--- src/rtl/lcd_tgen_pkg.sv ---
`timescale 1ns/1ps
package lcd_tgen_pkg;
  localparam int CNT_W    = 12;
  localparam int DIV_W    = 8;
  localparam int ADDR_W   = 24;
  localparam int STRIDE_W = 12;
  localparam int N_AXES   = 2;
  localparam int AX_H     = 0;
  localparam int AX_V     = 1;

  localparam logic [CNT_W-1:0] RST_H_ACTIVE = CNT_W'(320);
  localparam logic [CNT_W-1:0] RST_H_FRONT  = CNT_W'(1);
  localparam logic [CNT_W-1:0] RST_H_SYNC   = CNT_W'(2);
  localparam logic [CNT_W-1:0] RST_H_BACK   = CNT_W'(29);
  localparam logic [CNT_W-1:0] RST_V_ACTIVE = CNT_W'(240);
  localparam logic [CNT_W-1:0] RST_V_FRONT  = CNT_W'(1);
  localparam logic [CNT_W-1:0] RST_V_SYNC   = CNT_W'(2);
  localparam logic [CNT_W-1:0] RST_V_BACK   = CNT_W'(4);
  localparam logic [DIV_W-1:0] RST_PERIOD   = DIV_W'(5);
  localparam logic [DIV_W-1:0] RST_SETUP    = DIV_W'(1);
  localparam logic [DIV_W-1:0] RST_HOLD     = DIV_W'(1);

  typedef struct packed {
    logic [CNT_W-1:0] active;
    logic [CNT_W-1:0] front;
    logic [CNT_W-1:0] sync;
    logic [CNT_W-1:0] back;
  } axis_cfg_t;

  typedef struct packed {
    axis_cfg_t             h;
    axis_cfg_t             v;
    logic [DIV_W-1:0]      period;
    logic [DIV_W-1:0]      setup;
    logic [DIV_W-1:0]      hold;
    logic [STRIDE_W-1:0]   stride;
    logic                  two_byte;
    logic                  base_on_hsync;
  } frame_cfg_t;

  function automatic logic pin_level(input logic active, input logic active_high);
    return active_high ? active : !active;
  endfunction
endpackage

--- src/rtl/lcd_axis_ctr.sv ---
`timescale 1ns/1ps
module lcd_axis_ctr
  import lcd_tgen_pkg::*;
(
  input  logic             clk,
  input  logic             rst_n,
  input  logic             step,
  input  axis_cfg_t        cfg,
  output logic [CNT_W-1:0] pos,
  output logic             at_end,
  output logic             at_last_active,
  output logic             at_pre_sync,
  output logic             in_active,
  output logic             in_sync
);
  localparam int SUM_W = CNT_W + 2;
  localparam logic [SUM_W-1:0] ONE = SUM_W'(1);

  logic [SUM_W-1:0] pos_x;
  logic [SUM_W-1:0] sync_lo;
  logic [SUM_W-1:0] sync_hi;
  logic [SUM_W-1:0] total;

  assign pos_x   = SUM_W'(pos);
  assign sync_lo = SUM_W'(cfg.active) + SUM_W'(cfg.front);
  assign sync_hi = sync_lo + SUM_W'(cfg.sync);
  assign total   = sync_hi + SUM_W'(cfg.back);

  assign at_end         = (pos_x == total - ONE);
  assign at_last_active = (pos_x == SUM_W'(cfg.active) - ONE);
  assign at_pre_sync    = (pos_x == sync_lo - ONE);
  assign in_active      = (pos_x < SUM_W'(cfg.active));
  assign in_sync        = (pos_x >= sync_lo) && (pos_x < sync_hi);

  always_ff @(posedge clk or negedge rst_n) begin
    if (!rst_n) begin
      pos <= '0;
    end else if (step) begin
      pos <= at_end ? '0 : pos + CNT_W'(1);
    end
  end
endmodule

--- src/rtl/lcd_pclk_div.sv ---
`timescale 1ns/1ps
module lcd_pclk_div
  import lcd_tgen_pkg::*;
(
  input  logic             clk,
  input  logic             rst_n,
  input  logic             run,
  input  logic [DIV_W-1:0] period,
  input  logic [DIV_W-1:0] setup,
  input  logic [DIV_W-1:0] hold,
  output logic             tick,
  output logic             pix_start,
  output logic             pclk_act
);
  logic [DIV_W-1:0] phase_q;
  logic [DIV_W:0]   release_at;

  assign tick       = run && (phase_q == period - DIV_W'(1));
  assign pix_start  = run && (phase_q == '0);
  assign release_at = {1'b0, setup} + {1'b0, hold};
  assign pclk_act   = run && (phase_q >= setup) && ({1'b0, phase_q} < release_at);

  always_ff @(posedge clk or negedge rst_n) begin
    if (!rst_n) begin
      phase_q <= '0;
    end else if (run) begin
      phase_q <= tick ? '0 : phase_q + DIV_W'(1);
    end
  end
endmodule

--- src/rtl/lcd_fb_addr.sv ---
`timescale 1ns/1ps
module lcd_fb_addr
  import lcd_tgen_pkg::*;
(
  input  logic                clk,
  input  logic                rst_n,
  input  logic                prime,
  input  logic                tick,
  input  logic                base_on_hsync,
  input  logic                ev_hsync,
  input  logic                ev_vsync,
  input  logic                line_done,
  input  logic [ADDR_W-1:0]   base,
  input  logic [STRIDE_W-1:0] stride,
  input  logic                two_byte,
  input  logic [CNT_W-1:0]    col,
  output logic [ADDR_W-1:0]   addr
);
  logic [ADDR_W-1:0] line_ptr;
  logic [ADDR_W-1:0] col_off;
  logic              reload;

  assign reload  = base_on_hsync ? ev_hsync : ev_vsync;
  assign col_off = two_byte ? ADDR_W'({col, 1'b0}) : ADDR_W'(col);
  assign addr    = line_ptr + col_off;

  always_ff @(posedge clk or negedge rst_n) begin
    if (!rst_n) begin
      line_ptr <= '0;
    end else if (prime) begin
      line_ptr <= base;
    end else if (tick) begin
      if (reload) begin
        line_ptr <= base;
      end else if (line_done) begin
        line_ptr <= line_ptr + ADDR_W'(stride);
      end
    end
  end
endmodule

--- src/rtl/lcd_timing_gen.sv ---
`timescale 1ns/1ps
module lcd_timing_gen
  import lcd_tgen_pkg::*;
(
  input  logic                clk,
  input  logic                rst_n,
  input  logic [CNT_W-1:0]    cfg_h_active,
  input  logic [CNT_W-1:0]    cfg_h_front,
  input  logic [CNT_W-1:0]    cfg_h_sync,
  input  logic [CNT_W-1:0]    cfg_h_back,
  input  logic [CNT_W-1:0]    cfg_v_active,
  input  logic [CNT_W-1:0]    cfg_v_front,
  input  logic [CNT_W-1:0]    cfg_v_sync,
  input  logic [CNT_W-1:0]    cfg_v_back,
  input  logic [DIV_W-1:0]    cfg_pclk_period,
  input  logic [DIV_W-1:0]    cfg_setup,
  input  logic [DIV_W-1:0]    cfg_hold,
  input  logic [STRIDE_W-1:0] cfg_stride,
  input  logic                cfg_two_byte,
  input  logic                cfg_base_on_hsync,
  input  logic                cfg_pol_cs,
  input  logic                cfg_pol_pclk,
  input  logic                cfg_pol_de,
  input  logic                cfg_pol_hsync,
  input  logic                cfg_pol_vsync,
  input  logic [ADDR_W-1:0]   fb_base,
  output logic                lcd_cs,
  output logic                lcd_pclk,
  output logic                lcd_de,
  output logic                lcd_hsync,
  output logic                lcd_vsync,
  output logic [ADDR_W-1:0]   fb_addr,
  output logic                fb_addr_valid,
  output logic [CNT_W-1:0]    col_pos,
  output logic [CNT_W-1:0]    row_pos
);
  frame_cfg_t cfg_in;
  frame_cfg_t shadow;
  logic       run_q;
  logic       prime;
  logic       tick;
  logic       pix_start;
  logic       pclk_act;
  logic       frame_end;

  axis_cfg_t        ax_cfg   [N_AXES];
  logic [CNT_W-1:0] ax_pos   [N_AXES];
  logic [N_AXES-1:0] ax_step;
  logic [N_AXES-1:0] ax_end;
  logic [N_AXES-1:0] ax_last;
  logic [N_AXES-1:0] ax_pre;
  logic [N_AXES-1:0] ax_act;
  logic [N_AXES-1:0] ax_sync;

  assign cfg_in.h.active      = cfg_h_active;
  assign cfg_in.h.front       = cfg_h_front;
  assign cfg_in.h.sync        = cfg_h_sync;
  assign cfg_in.h.back        = cfg_h_back;
  assign cfg_in.v.active      = cfg_v_active;
  assign cfg_in.v.front       = cfg_v_front;
  assign cfg_in.v.sync        = cfg_v_sync;
  assign cfg_in.v.back        = cfg_v_back;
  assign cfg_in.period        = cfg_pclk_period;
  assign cfg_in.setup         = cfg_setup;
  assign cfg_in.hold          = cfg_hold;
  assign cfg_in.stride        = cfg_stride;
  assign cfg_in.two_byte      = cfg_two_byte;
  assign cfg_in.base_on_hsync = cfg_base_on_hsync;

  assign prime     = !run_q;
  assign frame_end = tick && ax_end[AX_H] && ax_end[AX_V];

  always_ff @(posedge clk or negedge rst_n) begin
    if (!rst_n) begin
      run_q <= 1'b0;
    end else begin
      run_q <= 1'b1;
    end
  end

  always_ff @(posedge clk or negedge rst_n) begin
    if (!rst_n) begin
      shadow.h             <= '{RST_H_ACTIVE, RST_H_FRONT, RST_H_SYNC, RST_H_BACK};
      shadow.v             <= '{RST_V_ACTIVE, RST_V_FRONT, RST_V_SYNC, RST_V_BACK};
      shadow.period        <= RST_PERIOD;
      shadow.setup         <= RST_SETUP;
      shadow.hold          <= RST_HOLD;
      shadow.stride        <= '0;
      shadow.two_byte      <= 1'b0;
      shadow.base_on_hsync <= 1'b0;
    end else if (prime || frame_end) begin
      shadow <= cfg_in;
    end
  end

  lcd_pclk_div u_div (
    .clk       (clk),
    .rst_n     (rst_n),
    .run       (run_q),
    .period    (shadow.period),
    .setup     (shadow.setup),
    .hold      (shadow.hold),
    .tick      (tick),
    .pix_start (pix_start),
    .pclk_act  (pclk_act)
  );

  assign ax_cfg[AX_H]  = shadow.h;
  assign ax_cfg[AX_V]  = shadow.v;
  assign ax_step[AX_H] = tick;
  assign ax_step[AX_V] = tick && ax_end[AX_H];

  for (genvar a = 0; a < N_AXES; a++) begin : g_axis
    lcd_axis_ctr u_axis (
      .clk            (clk),
      .rst_n          (rst_n),
      .step           (ax_step[a]),
      .cfg            (ax_cfg[a]),
      .pos            (ax_pos[a]),
      .at_end         (ax_end[a]),
      .at_last_active (ax_last[a]),
      .at_pre_sync    (ax_pre[a]),
      .in_active      (ax_act[a]),
      .in_sync        (ax_sync[a])
    );
  end

  lcd_fb_addr u_addr (
    .clk           (clk),
    .rst_n         (rst_n),
    .prime         (prime),
    .tick          (tick),
    .base_on_hsync (shadow.base_on_hsync),
    .ev_hsync      (ax_pre[AX_H]),
    .ev_vsync      (ax_end[AX_H] && ax_pre[AX_V]),
    .line_done     (ax_last[AX_H] && ax_act[AX_V] && !ax_last[AX_V]),
    .base          (fb_base),
    .stride        (shadow.stride),
    .two_byte      (shadow.two_byte),
    .col           (ax_pos[AX_H]),
    .addr          (fb_addr)
  );

  assign lcd_cs        = pin_level(run_q && ax_act[AX_V], cfg_pol_cs);
  assign lcd_pclk      = pin_level(pclk_act, cfg_pol_pclk);
  assign lcd_de        = pin_level(run_q && ax_act[AX_H] && ax_act[AX_V], cfg_pol_de);
  assign lcd_hsync     = pin_level(run_q && ax_sync[AX_H], cfg_pol_hsync);
  assign lcd_vsync     = pin_level(run_q && ax_sync[AX_V], cfg_pol_vsync);
  assign fb_addr_valid = pix_start && ax_act[AX_H] && ax_act[AX_V];
  assign col_pos       = ax_pos[AX_H];
  assign row_pos       = ax_pos[AX_V];
endmodule

--- config.mk ---
export PLATFORM = sky130hd
export DESIGN_NAME = lcd_timing_gen
export DESIGN_NICKNAME = d
export VERILOG_FILES = /design/src/rtl/lcd_tgen_pkg.sv /design/src/rtl/lcd_axis_ctr.sv /design/src/rtl/lcd_pclk_div.sv /design/src/rtl/lcd_fb_addr.sv /design/src/rtl/lcd_timing_gen.sv
export SDC_FILE = /design/constraint.sdc
export NUM_CORES = 1
export LEC_CHECK = 0
export ABC_AREA = 1
export ABC_CLOCK_PERIOD_IN_PS = 7500
export CAP_MARGIN = 15
export CORE_UTILIZATION = 30
export CTS_CLUSTER_SIZE = 40
export DETAILED_ROUTE_END_ITERATION = 8
export DONT_BUFFER_PORTS = 1
export SLEW_MARGIN = 10
export SYNTH_ARGS = -nofsm -noshare
export SYNTH_HDL_FRONTEND = slang
export SYNTH_HIERARCHICAL = 1
export SYNTH_SLANG_ARGS = --single-unit
--- constraint.sdc ---
create_clock -name clk -period 7.5 [get_ports clk]
set_clock_uncertainty 0.05 [all_clocks]
set_input_delay 1.5 -clock clk [delete_from_list [all_inputs] [get_ports clk]]
set_output_delay 1.5 -clock clk [all_outputs]
set_load 0.01 [all_outputs]
==> key figures, run 1 <==
Outcome
  • Status: complete, no violations

Critical path
  • Worst setup EP type: primary output
  • Reg-to-reg startpoint: ax_cfg[72]
  • CP startpoint kind: flop
  • Critical path class: flop to primary output
  • Buffers and inverters on the worst path: 4
  • Max incr delay on CP: 0.54 ns
  • CP max FO: 6
  • R2R Path End: u_addr/line_ptr[8]
  • CP arrival: 5.48 ns
  • Crit-path slowest cell: dfstp_2
  • Worst reg-to-reg setup slack: 0.78 ns
  • Crit path top cell by count: nand2_1
  • Largest delay contributor family on the critical path: simple AND/OR/NAND/NOR gates
  • Reg2reg path depth: 40
  • Worst endpoint required time: 5.95 ns

STA
  • Final TNS setup: 0 ns
  • Setup-failing EPs final: 0
  • Max Clk Rate: 142 MHz
  • Crit share post-route: 0.938
  • Crit path time final: 7.03 ns
  • Rel. slew slack: 0.445
  • Fin. max-slew vios: 0
  • Final hold vios: 0
  • Tightest Pin Transition: 0.833 ns
  • Post-route setup slack: 0.469 ns
  • RSZ-0062 raised after global routing: no

Route
  • Drt drc: 0
  • Initial DRC Count: 1044
  • Post-route antenna net violation count: 0
  • Mean routed wirelength per cell: 15.6 um
  • DR vias: 18200
  • Post-Route WL: 58.7 mm
  • Via/cell ratio: 4.85
  • 1st-pass router iterations: 7

Pwr
  • Reg power frac: 0.227
  • Pleak: 11.5 nW
  • Cell-internal power: 2.95 mW
  • Clock share of power: 0.170
  • Power Density: 275 nW/um2
  • Sw Share: 0.492
  • Max VDD drop: 0.000146 V
  • Combinational power share: 0.603
  • Pwr Total: 5.80 mW
  • Sw power: 2.86 mW

Place
  • Dpl hpwl: 46.0 mm
  • Dpl ws: 0.635 ns
  • Port Buffer Count: 0
  • GP Congestion: 0.903

GRT
  • Total GRT Usage: 0.179
  • Vias in the first global route: 17300
  • Remaining global-route overflow: 0
  • First-pass GRT wire length: 94.5 mm
  • Maximum number of pins on one net before global-route repair: 192
  • Antenna violations before repair: 2

Die
  • CORE AREA: 64600 um2
  • Die X: 258 um
  • Die H: 258 um
  • Row count: 93
  • Die ar.: 66500 um2
  • Initial Util: 0.304
  • IO Pins: 219

Logic synthesis
  • #FFs+latches synth: 191
  • Async S/R FF share, synth: 1.00
  • Syn_nets: 3321
  • Register area share after synthesis: 0.245
  • Mean Syn Cell Area: 6.71 um2
  • Prevailing post-synth register cell: dfrtp_1
  • Syn. warnings: 6
  • Number of synthesized flops with an enable pin: 0
  • Cells after Synth: 2926
  • Cell variety after synth: 61
  • Mapped Area: 19600 um2

CTS
  • CTS sink cnt: 191
  • Num CTS Buffers: 17
  • Worst-skew pair later-pin latency: 0.51 ns
  • TritonCTS clock tree: built
  • Clock edge transition at the registers on the reported setup and hold paths: 0.09 ns
  • Hold_buf cts: 0
  • Clk buf depth: 2
  • H-Tree Level Count: 4
  • Root Buffer: clkbuf_16

Hold path
  • Worst Hold Launch: ax_cfg[52]
  • WHS Endpoint: ax_cfg[52]
  • HP Class: flop to flop
  • Hold Path Stages: 2

Finish
  • Area Overhead vs Synth: 7.49%
  • Final Util: 0.327
  • Layout Nets: 3283
  • Filler Cells Inserted: 7061
  • Layout cells sized above 1: 0.0703

Job
  • # Max-Cap Violations: 0
-- cell families after synthesis --
family / share of synthesized area
buf+inv: 0.0988
xor+xnor: 0.0656
other cells: 0.000191
simple gates: 0.369
compound gates: 0.0723
fa+ha+maj: 0.150
flops: 0.245
-- cell usage in the layout (no fill, tap or decap), drive strengths merged, types with 5 or more instances in the layout --
master	netlist	routed
nor2	205	205
nor4	5	5
a21o	7	7
nand3b	15	15
o21bai	7	7
o21a	6	6
xnor2	38	38
xor2	109	109
nand3	342	342
o21ai	63	63
nand2	947	947
clkbuf	22	18
or2	15	15
fa	9	9
nor3	35	35
a21oi	140	140
ha	221	221
a31oi	5	5
nand4	45	45
inv	414	421
buf	47	12
dfstp	19	19
clkinv	3	8
o211ai	9	9
dfrtp	172	172
-- metrics by stage --
step                instance area (um2)  hold slack [ns]  cells
global route                      21100            0.456   3757
finish                            21100            0.442   3757
detailed placement                20500            0.430   3723
CTS                               21100            0.445   3755
floorplan                         19600            0.414   2926
global placement                  20500            0.428   3723
-- sequential cells by signal, summed over array words and instances, names as in the netlist --
register / flops
g_axis.u_axis/pos: 24
ax_cfg: 96
u_div/phase_q: 8
run_q: 1
u_addr/line_ptr: 24
shadow: 38
-- Yosys cell counts, drive strengths merged (3+ instances only) --
cell | n | area (um2)
a21boi | 4 | 30.0
a21o | 7 | 52.6
a21oi | 140 | 704
a31oi | 5 | 31.3
and2 | 3 | 21.3
buf | 47 | 285
clkbuf | 22 | 85.1
clkinv | 3 | 11.3
dfrtp | 172 | 4300
dfstp | 19 | 499
fa | 9 | 180
ha | 221 | 2770
inv | 414 | 1560
nand2 | 947 | 3700
nand3 | 342 | 1800
nand3b | 15 | 113
nand4 | 45 | 303
nor2 | 205 | 915
nor3 | 35 | 223
nor4 | 5 | 31.3
o2111ai | 4 | 35.0
o211ai | 9 | 77.6
o21a | 6 | 45.0
o21ai | 63 | 319
o21bai | 7 | 52.6
o22ai | 4 | 38.8
or2 | 15 | 93.8
xnor2 | 38 | 333
xor2 | 109 | 955
-- layout make-up --
class	count	area [um2]	share of cell area
diodes	1	2.50	0.000119
clock buffers	18	429	0.0203
clock inverters	14	173	0.00818
inverters	417	1570	0.0744
multi-input cells	2249	12900	0.612
flip-flops and latches	191	4810	0.228
well taps	855	1070	0.0507
repair buffers	12	128	0.00605
-- metal layers --
layer,vias to the layer above,global-route usage,part of all wire
li1,9331,-,-
met1,8501,0.244,0.48
met2,340,0.294,0.46
met3,43,0.0294,0.042
met4,2,0.0455,0.013
met5,-,0,0.00022
-- power groups by stage --
stage / logic [mW] / registers (mW) / clock network [mW]
global route: 4.05 / 1.34 / 1.06
finish: 3.50 / 1.32 / 0.988
detailed placement: 3.46 / 1.34 / 0
global placement: 3.45 / 1.34 / 0
CTS: 3.49 / 1.32 / 1.03
floorplan: 2.82 / 1.26 / 0
-- worst max path at each step --
stage	startpoint	end	slack [ns]	depth (start not counted)
final	ax_cfg[24]	lcd_vsync	0.47	28
after global routing	ax_cfg[24]	lcd_vsync	0.06	28
after CTS	ax_cfg[24]	lcd_vsync	0.25	28
after detailed placement	ax_cfg[72]	g_axis[1].u_axis/pos[11]	0.64	39
after global placement	ax_cfg[72]	g_axis[1].u_axis/pos[11]	0.69	39
after floorplan	ax_cfg[72]	g_axis[1].u_axis/pos[11]	1.68	41
-- tightest hold or removal path: stages (launching register included) --
cell and delay [ns]:
dfstp_2 0.38, nand3_1 0.07, nand2_1 0.05
-- repair_timing --
item	CTS	global route
resized for setup	0	4
endpoints found under the hold margin	0	0
setup buffers	0	1
setup endpoints to repair	0	2
No activity file was read; power rests on OpenSTA's default activity.
==> inputs of run 2 (changes only) <==
Settings changed: ABC_AREA 1 to default.
==> key figures, run 2 <==
Die
  • Die H: 261 um
  • Initial Util: 0.305
  • IO Pins: 219
  • Die X: 261 um
  • CORE AREA: 66100 um2
  • Row count: 94
  • Die ar.: 68300 um2

STA
  • RSZ-0062 raised after global routing: no
  • Fin. max-slew vios: 0
  • Crit path time final: 7.09 ns
  • Max Clk Rate: 141 MHz
  • Rel. slew slack: 0.274
  • Final hold vios: 0
  • Final TNS setup: 0 ns
  • Crit share post-route: 0.945
  • Tightest Pin Transition: 1.09 ns
  • Setup-failing EPs final: 0

Pwr
  • Max VDD drop: 0.000158 V
  • Pwr Total: 5.70 mW
  • Cell-internal power: 3.10 mW
  • Sw Share: 0.455
  • Pleak: 9.25 nW
  • Sw power: 2.60 mW
  • Power Density: 263 nW/um2
  • Clock share of power: 0.175
  • Reg power frac: 0.232
  • Combinational power share: 0.593

Critical path
  • Critical path class: flop to primary output
  • Worst setup EP type: primary output
  • CP arrival: 5.54 ns
  • Reg2reg path depth: 33
  • Worst endpoint required time: 5.95 ns
  • Max incr delay on CP: 0.63 ns
  • CP startpoint kind: flop
  • Crit-path cells: ha_1 > inv_1 > fa_2 > inv_1 > ha_1 > a21o_1 > a21oi_1 > nand2b_1 > a21boi_0 > o41a_1 > a41oi_2 > nand2b_1 > a21oi_1 > xor2_1 > ha_1 > a21o_1 > a211oi_1 > o31ai_1 > a41oi_1 > nand2_2 > xor2_4
  • CP max FO: 4
  • Largest delay contributor family on the critical path: compound AO/OA/AOI/OAI gates
  • Number of cells on the critical path: 21
  • Crit path top cell by count: ha_1
  • Crit-path slowest cell: fa_2
  • Buffers and inverters on the worst path: 2

Logic synthesis
  • Cell variety after synth: 113
  • Area leader, netlist: dfrtp_1
  • Async S/R FF share, synth: 1.00
  • Post-synth top cells: 240 x nand2_1, 221 x ha_1, 172 x dfrtp_1, 171 x inv_1, 166 x nand2b_1
  • Syn. warnings: 6
  • Mapped Area: 20200 um2
  • Cells after Synth: 2406
  • #FFs+latches synth: 191
  • Synth top area share: 0.213
  • Prevailing post-synth register cell: dfrtp_1
  • Synth top area cells: dfrtp_1 21%, ha_1 14%, nand2b_1 5.1%
  • Number of synthesized flops with an enable pin: 0
  • Count leader, synth: nand2_1
  • Register area share after synthesis: 0.238
  • Mean Syn Cell Area: 8.38 um2
  • Syn_nets: 2801

Route
  • Initial DRC Count: 1228
  • Post-Route WL: 62.5 mm
  • Mean routed wirelength per cell: 19.6 um
  • 1st-pass router iterations: 7
  • Post-route antenna net violation count: 0
  • Via/cell ratio: 5.44
  • Drt drc: 26
  • DR vias: 17400

GRT
  • Maximum number of pins on one net before global-route repair: 192
  • Total GRT Usage: 0.186
  • Vias in the first global route: 16700
  • Antenna violations before repair: 3
  • Remaining global-route overflow: 0
  • First-pass GRT wire length: 98.5 mm

Finish
  • Layout Nets: 2711
  • Layout cells sized above 1: 0.0953
  • Cell Count, Final, Fillers Out: 3195
  • Non-Filler Cell Area, Final: 21600 um2
  • Largest register FFs: 96
  • Commonest cells after routing, fill and taps aside: 238 x nand2_1, 221 x ha_1, 171 x inv_1, 171 x dfrtp_1, 166 x nand2b_1
  • Area Overhead vs Synth: 7.28%
  • Commonest non-fill, non-tap cell in the layout: nand2_1

CTS
  • Clk buf depth: 2
  • Root Buffer: clkbuf_16
  • Clock edge transition at the registers on the reported setup and hold paths: 0.09 ns
  • TritonCTS clock tree: built
  • Worst-skew pair later-pin latency: 0.51 ns
  • H-Tree Level Count: 4
  • Num CTS Buffers: 17
  • CTS sink cnt: 191

Outcome
  • Failing checks: design-rule violations
  • Status: complete, but fails checks

Hold path
  • HP Class: flop to flop
  • Hold Path Stages: 2

Place
  • Dpl cell area: 20900 um2
  • Inst Count DP: 3158
  • Dpl hpwl: 45.1 mm
  • Port Buffer Count: 0
  • GP Congestion: 0.871

Job
  • # Max-Cap Violations: 0
## run 2: cell count changes after synthesis, moves of 30 or more
cell      previous run  this run
a21o_1               7        42
a21oi_1            139        96
clkbuf_1            20       103
inv_1              396       171
nand2_1            900       240
nand2_2             42         0
nand2b_1             1       166
nand3_1            326        45
nand4_1             43       162
nor2_1             178       103
o211ai_1             7        95
o211ai_2             2        61
xnor2_1             38       116
xor2_1             109        79
## run 2: power groups by stage
stage	sequential, mW	combinational (mW)	clock (mW)
global route	1.35	3.83	1.07
finish	1.32	3.38	0.996
detailed placement	1.35	3.33	0
global placement	1.35	3.30	0
floorplan	1.24	2.77	0
CTS	1.33	3.35	1.03
## run 2: kinds of logic (layout without fill, tap and decap cells)
family          Yosys count  in the layout  synth area share
compound gates          553            553             0.213
xor+xnor                203            203            0.0923
fa+ha+maj               232            232             0.147
flops                   191            191             0.238
simple gates            890            890             0.235
buf+inv                 316            239            0.0638
other cells               1              3          0.000186
mux                      20             20            0.0107
## run 2: through the flow
stage	hold WS, ns	utilization	setup WS (ns)
final	0.460	0.327	0.413
after global routing	0.476	0.327	0.0188
after CTS	0.461	0.326	0.0669
after detailed placement	0.444	0.316	0.341
after global placement	0.446	0.316	0.499
after floorplan	0.421	-	0.397
## run 2: worst min-delay path, stage by stage, from the launching register on
cell and delay (ns):
dfstp_2 0.38, nand2_1 0.06, o211ai_1 0.08
## run 2: area by class of cell
| class | instances | area [um2] |
|---|---|---|
| clock buffers | 17 | 425 |
| clock inverters | 15 | 204 |
| fillers | 6964 | 44500 |
| well taps | 864 | 1080 |
| inverters | 175 | 658 |
| diodes | 2 | 5.00 |
| repair buffers | 32 | 303 |
| multi-input cells | 1899 | 14200 |
| flip-flops and latches | 191 | 4810 |
## run 2: repair_timing
item / 4_1_cts / 5_1_grt
setup endpoints to repair: 0 / 88
buffers inserted: 0 / 3
hold buffers: 0 / 0
resized for setup: 0 / 12
## run 2: routing by layer
metal  vias to the layer above  track usage  part of all wire
met5                         -            0                 0
met4                         0       0.0444             0.013
li1                       8549            -                 -
met1                      8384        0.261              0.48
met3                        38       0.0481             0.076
met2                       404        0.280              0.43
## run 2: final timing paths
kind	from	endpoint	slack (ns)
min in group asynchronous	rst_n	ax_cfg[55]	0.66
min	ax_cfg[2]	ax_cfg[2]	0.46
max	ax_cfg[24]	lcd_vsync	0.41
max in group asynchronous	rst_n	shadow[30]	6.39
min reg2reg	ax_cfg[2]	ax_cfg[2]	0.46
max reg2reg	ax_cfg[84]	u_addr/line_ptr[23]	0.61
